## src/rtl/jtag_tap_pkg.sv

```systemverilog
package jtag_tap_pkg;

    localparam int IR_W = 8;

    localparam logic [IR_W-1:0] OP_EXTEST  = 8'h00;
    localparam logic [IR_W-1:0] OP_SAMPLE  = 8'h01;
    localparam logic [IR_W-1:0] OP_CLAMP   = 8'h05;
    localparam logic [IR_W-1:0] OP_IDCODE  = 8'h0F;
    localparam logic [IR_W-1:0] OP_BYPASS  = 8'hFF;

    localparam logic [IR_W-1:0] IR_CAPTURE = 8'h01;

    typedef enum logic [3:0] {
        ST_EXIT2_DR   = 4'h0,
        ST_EXIT1_DR   = 4'h1,
        ST_SHIFT_DR   = 4'h2,
        ST_PAUSE_DR   = 4'h3,
        ST_SELECT_IR  = 4'h4,
        ST_UPDATE_DR  = 4'h5,
        ST_CAPTURE_DR = 4'h6,
        ST_SELECT_DR  = 4'h7,
        ST_EXIT2_IR   = 4'h8,
        ST_EXIT1_IR   = 4'h9,
        ST_SHIFT_IR   = 4'hA,
        ST_PAUSE_IR   = 4'hB,
        ST_RUN_IDLE   = 4'hC,
        ST_UPDATE_IR  = 4'hD,
        ST_CAPTURE_IR = 4'hE,
        ST_TEST_RESET = 4'hF
    } tap_state_e;

    typedef enum logic [1:0] {
        DR_BYPASS   = 2'd0,
        DR_IDENT    = 2'd1,
        DR_BOUNDARY = 2'd2
    } dr_sel_e;

    typedef struct packed {
        dr_sel_e dr_sel;
        logic    pads_from_latch;
        logic    chain_active;
    } instr_decode_t;

    typedef struct packed {
        logic test_reset;
        logic capture_dr;
        logic shift_dr;
        logic update_dr;
        logic capture_ir;
        logic shift_ir;
        logic update_ir;
    } tap_ctrl_t;

    function automatic tap_state_e tap_next(input tap_state_e s, input logic m);
        tap_state_e n;
        case (s)
            ST_TEST_RESET: n = m ? ST_TEST_RESET : ST_RUN_IDLE;
            ST_RUN_IDLE:   n = m ? ST_SELECT_DR  : ST_RUN_IDLE;
            ST_SELECT_DR:  n = m ? ST_SELECT_IR  : ST_CAPTURE_DR;
            ST_CAPTURE_DR: n = m ? ST_EXIT1_DR   : ST_SHIFT_DR;
            ST_SHIFT_DR:   n = m ? ST_EXIT1_DR   : ST_SHIFT_DR;
            ST_EXIT1_DR:   n = m ? ST_UPDATE_DR  : ST_PAUSE_DR;
            ST_PAUSE_DR:   n = m ? ST_EXIT2_DR   : ST_PAUSE_DR;
            ST_EXIT2_DR:   n = m ? ST_UPDATE_DR  : ST_SHIFT_DR;
            ST_UPDATE_DR:  n = m ? ST_SELECT_DR  : ST_RUN_IDLE;
            ST_SELECT_IR:  n = m ? ST_TEST_RESET : ST_CAPTURE_IR;
            ST_CAPTURE_IR: n = m ? ST_EXIT1_IR   : ST_SHIFT_IR;
            ST_SHIFT_IR:   n = m ? ST_EXIT1_IR   : ST_SHIFT_IR;
            ST_EXIT1_IR:   n = m ? ST_UPDATE_IR  : ST_PAUSE_IR;
            ST_PAUSE_IR:   n = m ? ST_EXIT2_IR   : ST_PAUSE_IR;
            ST_EXIT2_IR:   n = m ? ST_UPDATE_IR  : ST_SHIFT_IR;
            ST_UPDATE_IR:  n = m ? ST_SELECT_DR  : ST_RUN_IDLE;
            default:       n = ST_TEST_RESET;
        endcase
        return n;
    endfunction

    function automatic instr_decode_t decode_op(input logic [IR_W-1:0] op);
        instr_decode_t d;
        case (op)
            OP_EXTEST: d = '{dr_sel: DR_BOUNDARY, pads_from_latch: 1'b1, chain_active: 1'b1};
            OP_SAMPLE: d = '{dr_sel: DR_BOUNDARY, pads_from_latch: 1'b0, chain_active: 1'b1};
            OP_CLAMP:  d = '{dr_sel: DR_BYPASS,   pads_from_latch: 1'b1, chain_active: 1'b0};
            OP_IDCODE: d = '{dr_sel: DR_IDENT,    pads_from_latch: 1'b0, chain_active: 1'b0};
            default:   d = '{dr_sel: DR_BYPASS,   pads_from_latch: 1'b0, chain_active: 1'b0};
        endcase
        return d;
    endfunction

endpackage

```

## src/rtl/tap_fsm.sv

```systemverilog
module tap_fsm
    import jtag_tap_pkg::*;
(
    input  logic       tck,
    input  logic       rst,
    input  logic       tms,
    output tap_state_e state,
    output tap_ctrl_t  ctrl
);

    tap_state_e state_q;

    always_ff @(posedge tck) begin
        if (rst) state_q <= ST_TEST_RESET;
        else     state_q <= tap_next(state_q, tms);
    end

    always_comb begin
        ctrl            = '0;
        ctrl.test_reset = (state_q == ST_TEST_RESET);
        ctrl.capture_dr = (state_q == ST_CAPTURE_DR);
        ctrl.shift_dr   = (state_q == ST_SHIFT_DR);
        ctrl.update_dr  = (state_q == ST_UPDATE_DR);
        ctrl.capture_ir = (state_q == ST_CAPTURE_IR);
        ctrl.shift_ir   = (state_q == ST_SHIFT_IR);
        ctrl.update_ir  = (state_q == ST_UPDATE_IR);
    end

    assign state = state_q;


    five_ones_reset_chk: assert property (@(posedge tck) disable iff (rst)
        (tms && $past(tms) && $past(tms, 2) && $past(tms, 3) && $past(tms, 4))
        |=> (state_q == ST_TEST_RESET));

endmodule

```

## src/rtl/tap_ir.sv

```systemverilog
module tap_ir
    import jtag_tap_pkg::*;
(
    input  logic          tck,
    input  logic          rst,
    input  logic          tdi,
    input  tap_ctrl_t     ctrl,
    output logic          ir_bit,
    output instr_decode_t dec
);

    logic [IR_W-1:0] shreg_q;
    logic [IR_W-1:0] active_q;

    always_ff @(posedge tck) begin
        if (rst) begin
            shreg_q  <= '0;
            active_q <= OP_IDCODE;
        end else begin
            if (ctrl.capture_ir)    shreg_q <= IR_CAPTURE;
            else if (ctrl.shift_ir) shreg_q <= {tdi, shreg_q[IR_W-1:1]};
            if (ctrl.test_reset)     active_q <= OP_IDCODE;
            else if (ctrl.update_ir) active_q <= shreg_q;
        end
    end

    assign ir_bit = shreg_q[0];
    assign dec    = decode_op(active_q);


    ir_capture_pattern_chk: assert property (@(posedge tck) disable iff (rst)
        ctrl.capture_ir |=> (shreg_q[1:0] == 2'b01));


    ir_update_transfer_chk: assert property (@(posedge tck) disable iff (rst)
        ctrl.update_ir |=> (active_q == $past(shreg_q)));


    ir_reset_idcode_chk: assert property (@(posedge tck) disable iff (rst)
        ctrl.test_reset |=> (active_q == OP_IDCODE));

endmodule

```

## src/rtl/tap_bsr.sv

```systemverilog
module tap_bsr #(
    parameter int PIN_CNT = 8
) (
    input  logic               tck,
    input  logic               rst,
    input  logic               tdi,
    input  logic               capture_en,
    input  logic               shift_en,
    input  logic               update_en,
    input  logic               pads_from_latch,
    input  logic [PIN_CNT-1:0] core_pin_i,
    output logic [PIN_CNT-1:0] pad_o,
    output logic               chain_bit
);

    logic [PIN_CNT-1:0] chain_q;
    logic [PIN_CNT-1:0] latch_q;

    always_ff @(posedge tck) begin
        if (rst) begin
            chain_q <= '0;
            latch_q <= '0;
        end else begin
            if (capture_en)    chain_q <= core_pin_i;
            else if (shift_en) chain_q <= {tdi, chain_q[PIN_CNT-1:1]};
            if (update_en)     latch_q <= chain_q;
        end
    end

    for (genvar j = 0; j < PIN_CNT; j++) begin : g_cell
        assign pad_o[j] = pads_from_latch ? latch_q[j] : core_pin_i[j];
    end

    assign chain_bit = chain_q[0];


    latch_hold_chk: assert property (@(posedge tck) disable iff (rst)
        !update_en |=> $stable(latch_q));


    chain_capture_chk: assert property (@(posedge tck) disable iff (rst)
        capture_en |=> (chain_q == $past(core_pin_i)));

endmodule

```

## src/rtl/jtag_tap.sv

```systemverilog
module jtag_tap
    import jtag_tap_pkg::*;
#(
    parameter int          PIN_CNT  = 8,
    parameter logic [31:0] ID_VALUE = 32'h4B7A_1093
) (
    input  logic               tck,
    input  logic               tap_rst,
    input  logic               tms,
    input  logic               tdi,
    output logic               tdo,
    output logic               tdo_oe,
    input  logic [PIN_CNT-1:0] core_pin_i,
    output logic [PIN_CNT-1:0] pad_o
);

    localparam int          ID_W       = 32;
    localparam logic [ID_W-1:0] ID_CAPTURE = ID_VALUE | 32'h1;

    tap_state_e    state;
    tap_ctrl_t     ctrl;
    instr_decode_t dec;
    logic          ir_bit;
    logic          chain_bit;
    logic          dr_bit;
    logic          bypass_q;
    logic [ID_W-1:0] id_q;
    logic          sel_id;
    logic          sel_chain;
    logic          sel_byp;

    tap_fsm u_fsm (
        .tck   (tck),
        .rst   (tap_rst),
        .tms   (tms),
        .state (state),
        .ctrl  (ctrl)
    );

    tap_ir u_ir (
        .tck    (tck),
        .rst    (tap_rst),
        .tdi    (tdi),
        .ctrl   (ctrl),
        .ir_bit (ir_bit),
        .dec    (dec)
    );

    assign sel_id    = (dec.dr_sel == DR_IDENT);
    assign sel_chain = (dec.dr_sel == DR_BOUNDARY);
    assign sel_byp   = (dec.dr_sel == DR_BYPASS);

    tap_bsr #(.PIN_CNT(PIN_CNT)) u_bsr (
        .tck             (tck),
        .rst             (tap_rst),
        .tdi             (tdi),
        .capture_en      (ctrl.capture_dr && dec.chain_active),
        .shift_en        (ctrl.shift_dr && sel_chain),
        .update_en       (ctrl.update_dr && dec.chain_active),
        .pads_from_latch (dec.pads_from_latch),
        .core_pin_i      (core_pin_i),
        .pad_o           (pad_o),
        .chain_bit       (chain_bit)
    );

    always_ff @(posedge tck) begin
        if (tap_rst) begin
            bypass_q <= 1'b0;
            id_q     <= '0;
        end else begin
            if (ctrl.capture_dr)                bypass_q <= 1'b0;
            else if (ctrl.shift_dr && sel_byp)  bypass_q <= tdi;
            if (ctrl.capture_dr && sel_id)      id_q <= ID_CAPTURE;
            else if (ctrl.shift_dr && sel_id)   id_q <= {tdi, id_q[ID_W-1:1]};
        end
    end

    always_comb begin
        case (dec.dr_sel)
            DR_IDENT:    dr_bit = id_q[0];
            DR_BOUNDARY: dr_bit = chain_bit;
            default:     dr_bit = bypass_q;
        endcase
    end

    always_ff @(negedge tck) begin
        if (tap_rst) begin
            tdo    <= 1'b0;
            tdo_oe <= 1'b0;
        end else begin
            tdo_oe <= ctrl.shift_ir || ctrl.shift_dr;
            tdo    <= ctrl.shift_ir ? ir_bit : dr_bit;
        end
    end


    tdo_enable_window_chk: assert property (@(posedge tck) disable iff (tap_rst)
        tdo_oe |-> (state == ST_SHIFT_IR || state == ST_SHIFT_DR));


    bypass_delay_chk: assert property (@(posedge tck) disable iff (tap_rst)
        (ctrl.shift_dr && sel_byp) |=> (bypass_q == $past(tdi)));


    id_capture_lsb_chk: assert property (@(posedge tck) disable iff (tap_rst)
        (ctrl.capture_dr && sel_id) |=> id_q[0]);

endmodule

```

## config.mk

```make
export PLATFORM = sky130hd
export DESIGN_NAME = jtag_tap
export DESIGN_NICKNAME = d
export VERILOG_FILES = /design/src/rtl/jtag_tap_pkg.sv /design/src/rtl/tap_fsm.sv /design/src/rtl/tap_ir.sv /design/src/rtl/tap_bsr.sv /design/src/rtl/jtag_tap.sv
export SDC_FILE = /design/constraint.sdc
export NUM_CORES = 1
export LEC_CHECK = 0
export BUFFER_PORTS_ARGS = -buffer_cell sky130_fd_sc_hd__buf_2
export CORE_MARGIN = 1
export CORE_UTILIZATION = 29
export DETAILED_ROUTE_END_ITERATION = 8
export GPL_TIMING_DRIVEN = 0
export SLEW_MARGIN = 20
export SYNTH_ARGS = -nofsm -noshare
export SYNTH_HDL_FRONTEND = slang
export SYNTH_SLANG_ARGS = --single-unit
```

## constraint.sdc

```tcl
create_clock -name tck -period 2.7 [get_ports tck]
set_clock_uncertainty 0.1 [all_clocks]
set_input_delay 0.135 -clock tck [delete_from_list [all_inputs] [get_ports tck]]
set_output_delay 0.135 -clock tck [all_outputs]
set_load 0.1 [all_outputs]
```

==> out/results.md <==
| Parameter | Value |
|:---|:---|
| Mean area per synthesized cell | 8.69 um^2 |
| Final count of negative-setup-slack endpoints | 9 |
| CP Buf/Inv Count | 1 |
| Net count of the mapped netlist | 379 |
| Average routed wire per standard cell | 14.2 um |
| Clock sink count | 71 |
| Crit start category | flip-flop |
| Most used standard cells in the synthesized netlist | sky130_fd_sc_hd__dfxtp_1, sky130_fd_sc_hd__clkbuf_1, sky130_fd_sc_hd__nand3_1 |
| Max cap viols | 0 |
| Total detailed-routing wirelength | 7.74 mm |
| Dominant register cell in the synthesized netlist | sky130_fd_sc_hd__dfxtp_1 |
| Number of I/O port buffers | 21 |
| Share of async-settable or async-resettable flops after synthesis | 0% |
| Run status | complete, but fails checks |
| Number of remaining DRC errors | 0 |
| Later-pin clock latency in the skew report | 350 ps |
| Fraction of the core area covered by cells at the end of the flow | 38.8% |
| Die height | 106 um |
| Drt via density | 5.10 |
| Ratio of cells with drive above 1 in the final layout | 22.1% |
| Area growth syn-to-layout | 28.4% |
| Cell area after synthesis | 3160 um^2 |
| Distinct cells, synth | 43 |
| Worst-Margin Slew | 845 ps |
| Pleak | 1.40 nW |
| Diode count | 0 |
| First-pass DRT Iterations | 5 |
| Die Wd | 106 um |
| Ranking of synthesized cells by area | sky130_fd_sc_hd__dfxtp_1, sky130_fd_sc_hd__nand3_1, sky130_fd_sc_hd__mux2i_1 |
| Kind of capture point of the worst setup path | flip-flop |
| Global-route congestion overflow total | 0 |
| Buffer levels on the longest clock path | 2 |
| Cell with the most instances after synthesis | sky130_fd_sc_hd__dfxtp_1 |
| Reg area | 1420 um^2 |
| Total core area | 10500 um^2 |
| Count of flip-flops with a built-in enable after synthesis | 0 |
| Largest family of logic cells by synthesized area | simple AND/OR/NAND/NOR gates |
| Multi-input logic area | 1690 um^2 |
| Share of synthesized area occupied by flip-flops and latches | 45.0% |
| Pin count of the biggest net entering global routing | 15 |
| Type of the worst setup path | reg -> reg |
| Top cell family by delay on the critical path | simple AND/OR/NAND/NOR gates |
| Crit Path Max Fanout | 3 |
| Number of nets in the layout | 417 |
| Routability congestion estimate from global placement | 0.771 |
| Cell chosen for the clock root | sky130_fd_sc_hd__clkbuf_8 |
| Final HPWL from detailed placement | 5.06 mm |
| Overall die area | 11300 um^2 |
| Post-Synth Adder-Cell Area | 1.19% |
| Floorplan row count | 37 |
| Reg clk slew, reported paths | 80 ps |
| Multiplexer area fraction after synthesis | 8.55% |
| Final standard cell count with taps included and fillers excluded | 543 |
| Antenna-violating nets left | 0 |
| Worst slew margin relative to its limit | 43.5% |
| CTS tree | done |
| Complex-gate fraction of the synthesized area | 14.4% |
| Biggest area consumer among synthesized cells | sky130_fd_sc_hd__dfxtp_1 |
| Wire length of the first global-routing pass | 12.4 mm |
| Initial standard-cell utilization of the core | 30.2% |
| Synthesis Warnings | 0 |
| Crit path DAT | 2360 ps |
| Number of buffers created by CTS | 9 |
| Critical Path Max Stage Delay | 540 ps |
| Classification of the worst-slack hold path | in -> reg |
| CP required | 1570 ps |
| Ports placed on the boundary | 22 |
| Post-synthesis xor/xnor area fraction | 0.277% |
| Number of antenna violations at the first check in global routing | 0 |
| Clock H-tree levels | 3 |
| Area fraction of the dominant cell type after synthesis | 45.0% |
| Total GRT Usage | 13.9% |
| Crit path max-delay cell type | sky130_fd_sc_hd__or4_4 |
| Ordered list of cells on the worst path | or4_4 -> buf_8 -> or2_4 -> ha_4 -> a221oi_2 -> a211o_1 -> a21oi_2 |
| Register-to-register path setup slack | -800 ps |
| Cell total after placement | 521 |
| Number of cells produced by synthesis | 364 |
| 1st-iter DRT viols | 241 |
| Worst voltage drop across the vdd grid | 0.000250 V |
| Fill cells | 1042 |
| Power density cells | 593 nW/um^2 |
| Violated checks | setup timing |
| Overall power consumption | 0.00241 W |
| Number of register bits inferred by synthesis | 71 |
| Final number of hold-violating endpoints | 0 |
| Vias in the first global route | 2620 |
| Count of pins over their slew limit | 0 |
| Total number of vias | 2772 |
| Post-layout worst setup margin | -797 ps |
| Setup repair after global routing missed its margin | true |
| Post-synthesis simple-gate area fraction | 25.4% |
## cell usage in the layout (no fill, tap or decap), types with 5 or more instances in the layout
cell,netlist,layout
sky130_fd_sc_hd__dfxtp_1,71,69
sky130_fd_sc_hd__nor3_1,29,28
sky130_fd_sc_hd__nand3_1,31,28
sky130_fd_sc_hd__o21ai_0,29,26
sky130_fd_sc_hd__nor2_1,24,23
sky130_fd_sc_hd__a21oi_1,25,21
sky130_fd_sc_hd__nand2_1,19,19
sky130_fd_sc_hd__clkbuf_1,32,18
sky130_fd_sc_hd__nand2b_1,17,17
sky130_fd_sc_hd__mux2i_1,15,15
sky130_fd_sc_hd__buf_2,0,11
sky130_fd_sc_hd__a311oi_1,9,9
sky130_fd_sc_hd__clkbuf_8,0,9
sky130_fd_sc_hd__inv_1,8,8
sky130_fd_sc_hd__mux2_4,8,8
sky130_fd_sc_hd__nor4_1,8,8
sky130_fd_sc_hd__buf_4,0,8
sky130_fd_sc_hd__buf_12,0,8
sky130_fd_sc_hd__clkbuf_2,0,5
sky130_fd_sc_hd__buf_8,0,5
## tightest hold or removal path: stages
cell and delay, ps:
sky130_fd_sc_hd__buf_2 110, sky130_fd_sc_hd__o21ai_0 60, sky130_fd_sc_hd__nand3b_1 80, sky130_fd_sc_hd__nand3b_1 80
## what timing repair did
action | CTS | global route
hold buffers | 1 | 0
resized for setup | 50 | 41
buffers inserted | 4 | 1
gates cloned | 0 | 3
pin swaps | 5 | 8
endpoints found under the hold margin | 1 | 0
setup endpoints to repair | 42 | 42
## cell families (layout without fill, tap and decap cells)
group | Yosys count | after routing
buffers and inverters | 42 | 85
DFF | 71 | 71
AOI/OAI and AO/OA | 76 | 76
xor gates and xnor gates | 1 | 1
adders and majority gates | 3 | 3
and+or+nand+nor | 148 | 148
muxes | 23 | 23
## final cells by class
cell class	instances	share of cell area, %
multi-input cells	251	41.7
flip-flops and latches	71	35.1
well taps	136	4.19
clock inverters	9	2.10
inverters	7	0.647
plain buffers	30	4.59
clock buffers	9	3.05
repair buffers	30	8.69
## worst paths after layout
path                                                   to  cells past startpoint                     startpoint
worst max register to register             tdo$_SDFF_NP0_                      7  u_ir.active_q[4]$_SDFFE_PP0P_
worst min-delay path            u_fsm.state[3]$_SDFF_PP1_                      4                            tms
worst min register to register      id_q[10]$_SDFFE_PP0P_                      2          id_q[11]$_SDFFE_PP0P_
worst max-delay path                       tdo$_SDFF_NP0_                      7  u_ir.active_q[4]$_SDFFE_PP0P_
## metal layers
metal / global-route usage [%] / vias to the layer above / wire (um)
li1: - / 1377 / -
met1: 17.8 / 1311 / 3630
met2: 22.2 / 73 / 3620
met3: 2.94 / 11 / 339
met4: 6.85 / 0 / 146
met5: 0 / - / 0
## per-stage QoR
step                      setup TNS (ps)  setup WS (ps)  instance area (um^2)  hold WS, ps
final                              -1150           -797                  4060         46.2
after global routing               -2150           -874                  4060         60.3
after floorplan                     -796           -796                  3200          183
after detailed placement           -7780           -973                  3480          352
after global placement             -6180           -961                  3480          347
after CTS                          -1230           -769                  3860         40.5
## flip-flops by register name (all words and copies together) (netlist names)
signal         flops
u_bsr.latch_q      8
u_fsm.state        4
tdo_oe             1
id_q              32
tdo                1
bypass_q           1
u_bsr.chain_q      8
u_ir.active_q      8
u_ir.shreg_q       8
## report_power, final
| group | switching, W | internal [W] | total, W |
|---|---|---|---|
| Clock | 0.000446 | 0.000440 | 0.000886 |
| Combinational | 0.000255 | 0.000164 | 0.000419 |
| Sequential | 0.0000277 | 0.00107 | 0.00110 |
| Total | 0.000729 | 0.00168 | 0.00241 |
(Power assumes the default switching activity.)
